--- src/rtl/aclk_pkg.sv ---
package aclk_pkg;

    localparam int unsigned DEF_RATE_W    = 4;
    localparam int unsigned DEF_FRAME_W   = 4;
    localparam int unsigned DEF_UNIT_LOG2 = 5;
    localparam int unsigned DEF_HALF_MAX  = 7;

    typedef enum logic {
        FMT_I2S = 1'b0,
        FMT_TDM = 1'b1
    } fmt_e;

    function automatic logic half_ok(int unsigned h, int unsigned hmax);
        return (h >= 1) && (h <= hmax);
    endfunction

    function automatic logic frame_ok(int unsigned c);
        return (c == 0) || ((c & (c - 1)) == 0);
    endfunction

    function automatic logic cfg_ok(int unsigned h, int unsigned c,
                                    int unsigned hmax);
        return half_ok(h, hmax) && frame_ok(c);
    endfunction

    function automatic int unsigned frame_bits(int unsigned c, int unsigned fw,
                                               int unsigned ul);
        return (c == 0) ? (1 << (ul + fw)) : (c << ul);
    endfunction

endpackage

--- src/rtl/aclk_ctrl.sv ---
module aclk_ctrl
    import aclk_pkg::*;
#(
    parameter int unsigned RATE_W    = DEF_RATE_W,
    parameter int unsigned FRAME_W   = DEF_FRAME_W,
    parameter int unsigned UNIT_LOG2 = DEF_UNIT_LOG2,
    parameter int unsigned HALF_MAX  = DEF_HALF_MAX,
    parameter int unsigned LEN_W     = UNIT_LOG2 + FRAME_W + 1
) (
    input  logic               clk,
    input  logic               rst,
    input  logic               master_en,
    input  logic               tdm_mode,
    input  logic [RATE_W-1:0]  rate_code,
    input  logic [FRAME_W-1:0] frame_code,
    input  logic               boundary,
    output logic               running,
    output logic [RATE_W-1:0]  act_half,
    output logic [LEN_W-1:0]   act_len,
    output fmt_e               act_fmt,
    output logic               cfg_err
);

    logic load_slot;
    logic codes_ok;

    assign load_slot = master_en && (!running || boundary);
    assign codes_ok  = cfg_ok(int'(rate_code), int'(frame_code), HALF_MAX);

    always_ff @(posedge clk) begin
        if (rst) begin
            running  <= 1'b0;
            cfg_err  <= 1'b0;
            act_half <= RATE_W'(1);
            act_len  <= LEN_W'(1 << UNIT_LOG2);
            act_fmt  <= FMT_I2S;
        end else if (load_slot) begin
            if (codes_ok) begin
                running  <= 1'b1;
                cfg_err  <= 1'b0;
                act_half <= rate_code;
                act_len  <= LEN_W'(frame_bits(int'(frame_code), FRAME_W, UNIT_LOG2));
                act_fmt  <= tdm_mode ? FMT_TDM : FMT_I2S;
            end else begin
                running  <= 1'b0;
                cfg_err  <= 1'b1;
            end
        end
    end

endmodule

--- src/rtl/aclk_bitdiv.sv ---
module aclk_bitdiv #(
    parameter int unsigned RATE_W = 4
) (
    input  logic              clk,
    input  logic              rst,
    input  logic              clr,
    input  logic              en,
    input  logic [RATE_W-1:0] half,
    output logic              lvl,
    output logic              bit_end
);

    logic [RATE_W-1:0] div_cnt;
    logic              half_done;

    assign half_done = (div_cnt == half - RATE_W'(1));
    assign bit_end   = en && lvl && half_done;

    always_ff @(posedge clk) begin
        if (rst || clr) begin
            div_cnt <= '0;
            lvl     <= 1'b0;
        end else if (en) begin
            if (half_done) begin
                div_cnt <= '0;
                lvl     <= ~lvl;
            end else begin
                div_cnt <= div_cnt + RATE_W'(1);
            end
        end
    end

endmodule

--- src/rtl/aclk_frame.sv ---
module aclk_frame
    import aclk_pkg::*;
#(
    parameter int unsigned LEN_W = 10
) (
    input  logic             clk,
    input  logic             rst,
    input  logic             clr,
    input  logic             bit_end,
    input  logic [LEN_W-1:0] len,
    input  fmt_e             fmt,
    output logic             boundary,
    output logic             fs_lvl
);

    logic [LEN_W-1:0] bit_cnt;
    logic             last_bit;

    assign last_bit = (bit_cnt == len - LEN_W'(1));
    assign boundary = bit_end && last_bit;

    always_comb begin
        if (fmt == FMT_TDM)
            fs_lvl = (bit_cnt == '0);
        else
            fs_lvl = (bit_cnt >= (len >> 1));
    end

    always_ff @(posedge clk) begin
        if (rst || clr)
            bit_cnt <= '0;
        else if (bit_end)
            bit_cnt <= last_bit ? '0 : bit_cnt + LEN_W'(1);
    end

endmodule

--- src/rtl/audio_clkgen.sv ---
module audio_clkgen
    import aclk_pkg::*;
#(
    parameter int unsigned RATE_W    = DEF_RATE_W,
    parameter int unsigned FRAME_W   = DEF_FRAME_W,
    parameter int unsigned UNIT_LOG2 = DEF_UNIT_LOG2,
    parameter int unsigned HALF_MAX  = DEF_HALF_MAX
) (
    input  logic               clk,
    input  logic               rst,
    input  logic               master_en,
    input  logic               tdm_mode,
    input  logic [RATE_W-1:0]  rate_code,
    input  logic [FRAME_W-1:0] frame_code,
    output logic               bclk_o,
    output logic               fclk_o,
    output logic               clk_oe,
    output logic               cfg_err
);

    localparam int unsigned LEN_W = UNIT_LOG2 + FRAME_W + 1;

    logic              running;
    logic [RATE_W-1:0] act_half;
    logic [LEN_W-1:0]  act_len;
    fmt_e              act_fmt;
    logic              boundary;
    logic              bit_lvl;
    logic              bit_end;
    logic              fs_lvl;
    logic              gen_en;

    assign gen_en = running && master_en;

    aclk_ctrl #(
        .RATE_W   (RATE_W),
        .FRAME_W  (FRAME_W),
        .UNIT_LOG2(UNIT_LOG2),
        .HALF_MAX (HALF_MAX),
        .LEN_W    (LEN_W)
    ) u_ctrl (
        .clk       (clk),
        .rst       (rst),
        .master_en (master_en),
        .tdm_mode  (tdm_mode),
        .rate_code (rate_code),
        .frame_code(frame_code),
        .boundary  (boundary),
        .running   (running),
        .act_half  (act_half),
        .act_len   (act_len),
        .act_fmt   (act_fmt),
        .cfg_err   (cfg_err)
    );

    aclk_bitdiv #(
        .RATE_W(RATE_W)
    ) u_div (
        .clk    (clk),
        .rst    (rst),
        .clr    (!running),
        .en     (gen_en),
        .half   (act_half),
        .lvl    (bit_lvl),
        .bit_end(bit_end)
    );

    aclk_frame #(
        .LEN_W(LEN_W)
    ) u_frm (
        .clk     (clk),
        .rst     (rst),
        .clr     (!running),
        .bit_end (bit_end),
        .len     (act_len),
        .fmt     (act_fmt),
        .boundary(boundary),
        .fs_lvl  (fs_lvl)
    );

    assign clk_oe = gen_en;
    assign bclk_o = gen_en && bit_lvl;
    assign fclk_o = gen_en && fs_lvl;

endmodule

--- config.mk ---
export PLATFORM = sky130hd
export DESIGN_NAME = audio_clkgen
export DESIGN_NICKNAME = d
export VERILOG_FILES = /design/src/rtl/aclk_pkg.sv /design/src/rtl/aclk_ctrl.sv /design/src/rtl/aclk_bitdiv.sv /design/src/rtl/aclk_frame.sv /design/src/rtl/audio_clkgen.sv
export SDC_FILE = /design/constraint.sdc
export NUM_CORES = 1
export LEC_CHECK = 0
export ABC_CLOCK_PERIOD_IN_PS = 2350
export BUFFER_PORTS_ARGS = -buffer_cell sky130_fd_sc_hd__buf_2
export CAP_MARGIN = 15
export CORE_MARGIN = 2
export CORE_UTILIZATION = 43
export CTS_CLUSTER_DIAMETER = 60
export DETAILED_ROUTE_END_ITERATION = 10
export SETUP_SLACK_MARGIN = 0.4
export SKIP_CTS_REPAIR_TIMING = 1
export SYNTH_ARGS = -nofsm -noshare
export SYNTH_HDL_FRONTEND = slang
export SYNTH_SLANG_ARGS = --single-unit
export TNS_END_PERCENT = 50
--- constraint.sdc ---
create_clock -name clk -period 2.35 [get_ports clk]
set_input_delay 0.235 -clock clk [delete_from_list [all_inputs] [get_ports clk]]
set_output_delay 0.235 -clock clk [all_outputs]
set_load 0.01 [all_outputs]
==> metrics.md, run 1 <==
| Metric | Value |
|---|---|
| Simple-gate share of the synthesized area | 21.5% |
| Part of the power in registers | between 50% and 60% |
| Critical path type | reg -> out |
| Reg-to-reg endpoint | u_ctrl.act_half[0] |
| DR iter-0 viols | 59 |
| Status | complete, no violations |
| Slew @ Worst Pin | 0.412 ns |
| WP data required | 2.12 ns |
| Critical path depth | 8 |
| Logic pwr share | 14.7% |
| Met3 wire length | 119 um |
| Clock Skew | 0.00239 ns |
| # setup viols final | 0 |
| DR WL/cell | 14.1 um |
| Synth Area in Compound Gates | around 15% |
| DRC viols | 0 |
| Share of cells above drive strength 1 | 35.1% |
| Final Cycle Share | 88.7% |
| Leakage | 0.746 nW |
| Root Buffer | clkbuf_8 |
| Unique masters post-synth | 46 |
| Max-cap viol count | 0 |
| VDD IR-drop max | 0.253 mV |
| EDFF count, synth | 0 |
| Switch Pwr | about 0.00021 W |
| Synth Area in Adders | 8.37% |
| TritonCTS buffer count | 3 |
| Via count | 1378 |
| Routed Antenna Nets | 0 |
| RD Place Congestion | 0.804 |
| Post-synth top flop | dfxtp_1 |
| Min-delay worst type | in -> reg |
| Nets | 228 |
| Number of global-route vias before repair | 1240 |
| Mapped Cells | 179 |
| R2R Setup Slk | 0.29 ns |
| Post-Syn Area per Cell | 9.02 sq um |
| Slew Limit Headroom | 72.5% |
| Worst R2R Path Depth | 8 |
| Largest net degree at the start of global routing | 15 |
| Met1 Wirelength | about 1600 um |
| Worst EP arrival | 1.85 ns |
| Nature of the critical path endpoint | output pin |
| Met2 wire length | 1840 um |
| FF+latch count, synth | 27 |
| Combinational family with the most area after synthesis | simple AND/OR/NAND/NOR gates |
| Critical path cell sequence | buf_4, ha_1, nand2_1, a21boi_1, o21a_1, o211ai_1, a221oi_2, buf_2 |
| Clock buffer depth | 2 |
| Final setup TNS | 0 ns |
| Port-buffer cells | 15 |
| Die Area | around 0.0043 sq mm |
| Mapped Nets | 201 |
| Routed WL | 3560 um |
| Vias/cell | between 5 and 6 |
| Die width | 65.3 um |
| Top fanout value on the critical path | 3 |
| Cell internal pwr | approximately 0.00064 W |
| Power Dens Cells | about 420 mW/mm^2 |
| Clock-pin transition on the worst setup and hold timing paths | ~0.09 ns |
| Synthesized cell area | between 0.0015 and 0.002 sq mm |
| Reg2reg start | u_ctrl.act_len[6] |
| Ys async rst share | 0% |
| Critical path's slowest cell | dfxtp_4 |
| Post-layout min period | 2.08 ns |
| Pre-antenna DRT Iters | 5 |
| Initial antenna violation count | 0 |
| Sw frac | approximately 25% |
| Hold Path Sink | u_ctrl.act_fmt |
| Kind of cell adding the most delay to the critical path | compound AO/OA/AOI/OAI gates |
| Htree depth | 1 |
| Clk Latency, worst-skew pair | 0.27 ns |
| DP Worst Slack | approximately 0.13 ns |
| Slew Limit Fails | 0 |
| Max Clock Freq | roughly 0.48 GHz |
| Setup WS post-layout | ~0.27 ns |
| Post-Synth XOR/XNOR Area | 15.4% |
| Ant. Diodes | 0 |
| Post-synthesis mux area share | 0.620% |
| Critical Path Source Type | flop |
| GRT Overall Usage | 16.3% |
| Top sig layer | met4 |
| Clock Sinks | 27 |
| Die height | 65.3 um |
| CP peak stage delay | 0.37 ns |
| Syn. warnings | 0 |
| Worst hold start | tdm_mode |
| I/O pin cnt | 16 |
| TritonCTS clock tree | done |
| Register area share after synthesis | 33.5% |
| Area of the core | 0.00363 sq mm |
| Global-route wire length before repair | approximately 5500 um |
| Hold path depth | 3 |
| Area growth, synth to finish | 25.3% |
| Gr ovfl total | 0 |
| RSZ-0062 raised after global routing | yes |
| Post-DP HPWL | 2500 um |
| Starting Density | about 44% |
| Fin. Hold Viols | 0 |
| Clock power frac | 30.3% |
| WP buf/inv | 2 |
| Row Count | 22 |
[through the flow]
stage,utilization [%],hold WS [ns],area [sq um],total power (W),cells
after floorplan,-,0.371,1620,0.000553,179
after global placement,47.6,0.479,1730,0.000575,237
after detailed placement,47.6,0.486,1730,0.000580,237
after CTS,48.9,0.222,1780,0.000837,241
after global routing,55.7,0.232,2020,0.000899,253
final,55.7,0.224,2020,0.000857,253
[cells in the mapped netlist (2+ instances only)]
| library cell | n | area (sq um) |
|---|---|---|
| xnor2_2 | 3 | 48.8 |
| a21oi_1 | 7 | 35.0 |
| o211ai_1 | 3 | 22.5 |
| and3_1 | 5 | 31.3 |
| nor2_1 | 17 | 63.8 |
| inv_1 | 13 | 48.8 |
| xnor2_1 | 8 | 70.1 |
| nand4_1 | 4 | 25.0 |
| nand2_1 | 8 | 30.0 |
| buf_4 | 3 | 22.5 |
| and4_1 | 2 | 17.5 |
| dfxtp_1 | 27 | 541 |
| o21ai_1 | 5 | 25.0 |
| buf_2 | 2 | 10.0 |
| xor2_1 | 13 | 114 |
| nor3b_1 | 2 | 15.0 |
| nor4_1 | 2 | 12.5 |
| nand3_1 | 14 | 70.1 |
| nor3_1 | 4 | 20.0 |
| o21ai_0 | 2 | 10.0 |
| ha_1 | 10 | 125 |
[cells by family after synthesis]
kind of cell               Yosys count
and+or+nand+nor                     64
AOI/OAI and AO/OA                   31
DFF                                 27
xor gates and xnor gates            25
buffers and inverters               20
adders and majority gates           11
muxes                                1
[registers in the layout, indices dropped and copies added (netlist names)]
name             count
u_ctrl.act_half      4
u_frm.bit_cnt       10
u_ctrl.act_fmt       1
u_ctrl.running       1
u_div.lvl            1
u_ctrl.act_len       5
u_ctrl.cfg_err       1
u_div.div_cnt        4
[layout by cell type (no fill, tap or decap), types with 4 or more instances in the layout]
| master | count |
|---|---|
| dfxtp_1 | 19 |
| and3_1 | 4 |
| ha_1 | 8 |
| dfxtp_2 | 7 |
| xor2_1 | 13 |
| nand3_1 | 10 |
| buf_2 | 15 |
| nand3_2 | 4 |
| inv_1 | 10 |
| buf_4 | 8 |
| nor3_1 | 4 |
| nand4_1 | 4 |
| nand2_1 | 8 |
| nor2_1 | 17 |
| a21oi_1 | 5 |
| o21ai_1 | 6 |
| xnor2_1 | 8 |
[layout make-up]
cell class | instances | area, sq um
fillers | 349 | 1610
repair buffers | 27 | 198
inverters | 14 | 55.1
multi-input cells | 133 | 1110
well taps | 48 | 60.1
flip-flops and latches | 27 | 553
clock buffers | 4 | 45.0
[worst min-delay path, delay by kind of cell]
kind                   cells  cell delay (ns)
AOI/OAI and AO/OA          1             0.05
and+or+nand+nor            1             0.06
buffers and inverters      1             0.10
[power by group through the flow]
| stage | clock network (W) | registers (W) | logic (W) |
|---|---|---|---|
| global placement | 0 | 0.000481 | 0.0000941 |
| detailed placement | 0 | 0.000482 | 0.0000981 |
| global route | 0.000288 | 0.000472 | 0.000138 |
| CTS | 0.000268 | 0.000471 | 0.0000986 |
| finish | 0.000260 | 0.000471 | 0.000126 |
| floorplan | 0 | 0.000481 | 0.0000721 |
[worst max path at each step]
stage	to	start
floorplan	u_frm.bit_cnt[4]	u_ctrl.act_half[0]
global placement	u_ctrl.act_len[8]	u_ctrl.act_len[5]
detailed placement	u_ctrl.act_half[1]	u_ctrl.act_len[5]
CTS	fclk_o	u_frm.bit_cnt[0]
global route	fclk_o	u_frm.bit_cnt[1]
finish	fclk_o	u_ctrl.act_len[5]
[per-layer routing]
layer | GRT usage (%) | vias to the layer above
met3 | 2.05 | 5
li1 | - | 684
met4 | 5.47 | 0
met2 | 28.3 | 24
met5 | 0 | -
met1 | 20.8 | 665
(Power assumes the default switching activity.)
==> run 2, diff against run 1 <==
--- a/config.mk
+++ b/config.mk
@@ -5,13 +5,14 @@
 export SDC_FILE = /design/constraint.sdc
 export NUM_CORES = 1
 export LEC_CHECK = 0
-export ABC_CLOCK_PERIOD_IN_PS = 2350
+export ABC_CLOCK_PERIOD_IN_PS = 2650
 export BUFFER_PORTS_ARGS = -buffer_cell sky130_fd_sc_hd__buf_2
 export CAP_MARGIN = 15
 export CORE_MARGIN = 2
-export CORE_UTILIZATION = 43
+export CORE_UTILIZATION = 59
 export CTS_CLUSTER_DIAMETER = 60
 export DETAILED_ROUTE_END_ITERATION = 10
+export PLACE_DENSITY = 0.8
 export SETUP_SLACK_MARGIN = 0.4
 export SKIP_CTS_REPAIR_TIMING = 1
 export SYNTH_ARGS = -nofsm -noshare
==> constraint.sdc (replaced) <==
create_clock -name clk -period 2.65 [get_ports clk]
set_input_delay 0.265 -clock clk [delete_from_list [all_inputs] [get_ports clk]]
set_output_delay 0.265 -clock clk [all_outputs]
set_load 0.01 [all_outputs]
==> run 2 against run 1 <==
Cell count down 11%. Register-to-register slack better by 0.26 ns. Die area is 26% lower. Clock power decreased by 35%. Count of clock-buffer cells in the layout is the same. Final area decreased by 12%. Flip-flop and latch count stayed put. Combinational power down 29%. Non-clock buffer count down 9. Largest cell class unchanged.
==> metrics.md, run 2 (synthesized netlist as in run 1, its figures left out) <==
| Metric | Value |
|---|---|
| Top fanout value on the critical path | 4 (+1) |
| Critical path type | reg -> out |
| DR iter-0 viols | 30 (-49%) |
| Largest register FFs | 10 (unchanged) |
| GRT Overall Usage | 21.3% (+5.0 points) |
| Critical Path Source Type | flop |
| Area of the core | 0.00254 sq mm (-30%) |
| Htree depth | 1 (unchanged) |
| Final Cycle Share | 83.9% |
| DR WL/cell | 14.1 um (about the same) |
| Root Buffer | clkbuf_4 |
| Slew Limit Headroom | 67.1% (-5.4 points) |
| Slew @ Worst Pin | 0.492 ns (+0.0804 ns) |
| Final setup TNS | 0 ns (unchanged) |
| Nature of the critical path endpoint | output pin |
| Max-cap viol count | 0 (unchanged) |
| Min-delay worst type | in -> reg |
| Initial antenna violation count | 0 (unchanged) |
| DP Worst Slack | 0.459 ns (+0.334 ns) |
| # setup viols final | 0 (unchanged) |
| Slew Limit Fails | 0 (unchanged) |
| Power Dens Cells | 380 mW/mm^2 (-10%) |
| Global-route wire length before repair | 5510 um (+0.51%) |
| Fill count | 194 (-44%) |
| Routed Antenna Nets | 0 (unchanged) |
| WP data required | 2.38 ns (+0.26 ns) |
| Part of the power in registers | 61.8% (+6.8 points) |
| Commonest cells after routing, fill and taps aside | dfxtp_1, nor2_1, buf_2, nand3_1 |
| Via count | 1295 (-6.0%) |
| RSZ-0062 raised after global routing | yes |
| Setup WS post-layout | 0.428 ns (+0.162 ns) |
| I/O pin cnt | 16 (unchanged) |
| Clock Skew | 0.00666 ns (+0.00427 ns) |
| Worst EP arrival | 1.96 ns (+0.11 ns) |
| Port-buffer cells | 15 (unchanged) |
| Post-DP HPWL | 2410 um (-3.4%) |
| TritonCTS clock tree | done |
| Vias/cell | 5.76 (+5.7%) |
| Max Clock Freq | 0.450 GHz |
| Clk Latency, worst-skew pair | 0.31 ns (+0.04 ns) |
| Die height | 56.3 um (-14%) |
| DRC viols | 0 (unchanged) |
| Clock Sinks | 27 (unchanged) |
| Largest registers | u_frm.bit_cnt (10), u_ctrl.act_len (5) |
| Largest net degree at the start of global routing | 15 (unchanged) |
| Die Area | 0.00317 sq mm (-26%) |
| Cell internal pwr | 0.000509 W (-21%) |
| Commonest non-fill, non-tap cell in the layout | dfxtp_1 |
| Routed WL | 3170 um (-11%) |
| Switch Pwr | 0.000169 W (-21%) |
| Area growth, synth to finish | 10.3% |
| Clock-pin transition on the worst setup and hold timing paths | 0.14 ns (+0.05 ns) |
| RD Place Congestion | 0.827 (+2.9%) |
| Logic pwr share | 13.1% (-1.6 points) |
| Post-DP Area | 0.00170 sq mm (-1.8%) |
| Number of global-route vias before repair | 1267 (+2.2%) |
| Starting Density | 63.5% (+19 points) |
| Sw frac | 24.9% (about the same) |
| Leakage | 0.681 nW (-8.7%) |
| Share of cells above drive strength 1 | 22.6% (-13 points) |
| Status | complete, no violations |
| Top reg by flops | u_frm.bit_cnt |
| Clock buffer depth | 2 (unchanged) |
| Die width | 56.3 um (-14%) |
| Clock power frac | 25.1% (-5.2 points) |
| Fin util | 70.0% (+14 points) |
| Post-layout min period | 2.22 ns |
| Row Count | 18 (-18%) |
| Hold Slack | 0.197 ns (-0.0272 ns) |
| VDD IR-drop max | 0.430 mV (+70%) |
| Ant. Diodes | 0 (unchanged) |
| Gr ovfl total | 0 (unchanged) |
| Fin. Hold Viols | 0 (unchanged) |
| Pre-antenna DRT Iters | 4 (-1) |
| TritonCTS buffer count | 3 (unchanged) |
| Nets | 218 (-4.4%) |
| Final Cell Area | 0.00178 sq mm (-12%) |
[run 2: cell types whose count changed in the layout (fill, tap and decap cells not counted), moves of 3 or more]
cell,previous run,this run
dfxtp_1,19,23
clkbuf_4,0,3
clkbuf_8,3,0
nand3_1,10,14
buf_4,8,3
nand3_2,4,0
inv_1,10,13
dfxtp_2,7,4
[run 2: area by class of cell]
cell class                 instances  area (sq um)  share of cell area, %
timing repair buffer              18          97.6                   5.48
multi-input combinational        132          1020                   57.4
tap                               30          37.5                   2.11
sequential                        27           546                   30.6
inverter                          14          52.6                   2.95
clock buffer                       4          26.3                   1.47
[run 2: worst paths after layout]
| kind | slack, ns | end | from | cells after the start |
|---|---|---|---|---|
| hold / removal | 0.20 | u_ctrl.act_fmt | tdm_mode | 3 |
| hold reg to reg | 0.51 | u_ctrl.cfg_err | u_ctrl.cfg_err | 2 |
| setup / recovery | 0.43 | fclk_o | u_frm.bit_cnt[0] | 9 |
| setup reg to reg | 0.55 | u_ctrl.act_half[0] | u_ctrl.act_len[5] | 8 |
[run 2: metrics by stage]
| stage | cells | total power [W] |
|---|---|---|
| finish | 225 | 0.000678 |
| global route | 225 | 0.000708 |
| CTS | 223 | 0.000676 |
| detailed placement | 219 | 0.000511 |
| global placement | 219 | 0.000508 |
| floorplan | 179 | 0.000489 |
[run 2: routing by layer]
layer	vias up	GRT usage [%]	part of all wire, %	wire, um
li1	663	-	-	-
met2	13	37.3	50	1580
met5	-	0	0	0
met3	4	4.38	2.0	62
met1	615	26.7	47	1500
met4	0	5.10	0.82	26
[run 2: critical path, stage by stage (launching register included)]
cell	delay (ns)
dfxtp_2	0.37
inv_1	0.06
ha_1	0.14
nor3b_4	0.21
nand2_1	0.08
a21boi_1	0.16
o21a_1	0.14
o211ai_1	0.10
a221oi_2	0.24
buf_2	0.16
[run 2: power by group through the flow]
stage               sequential [W]  clock (W)  combinational (W)
detailed placement        0.000427          0          0.0000843
CTS                       0.000418   0.000173          0.0000847
floorplan                 0.000426          0          0.0000626
global route              0.000420   0.000190          0.0000986
finish                    0.000419   0.000170          0.0000889
global placement          0.000427          0          0.0000812
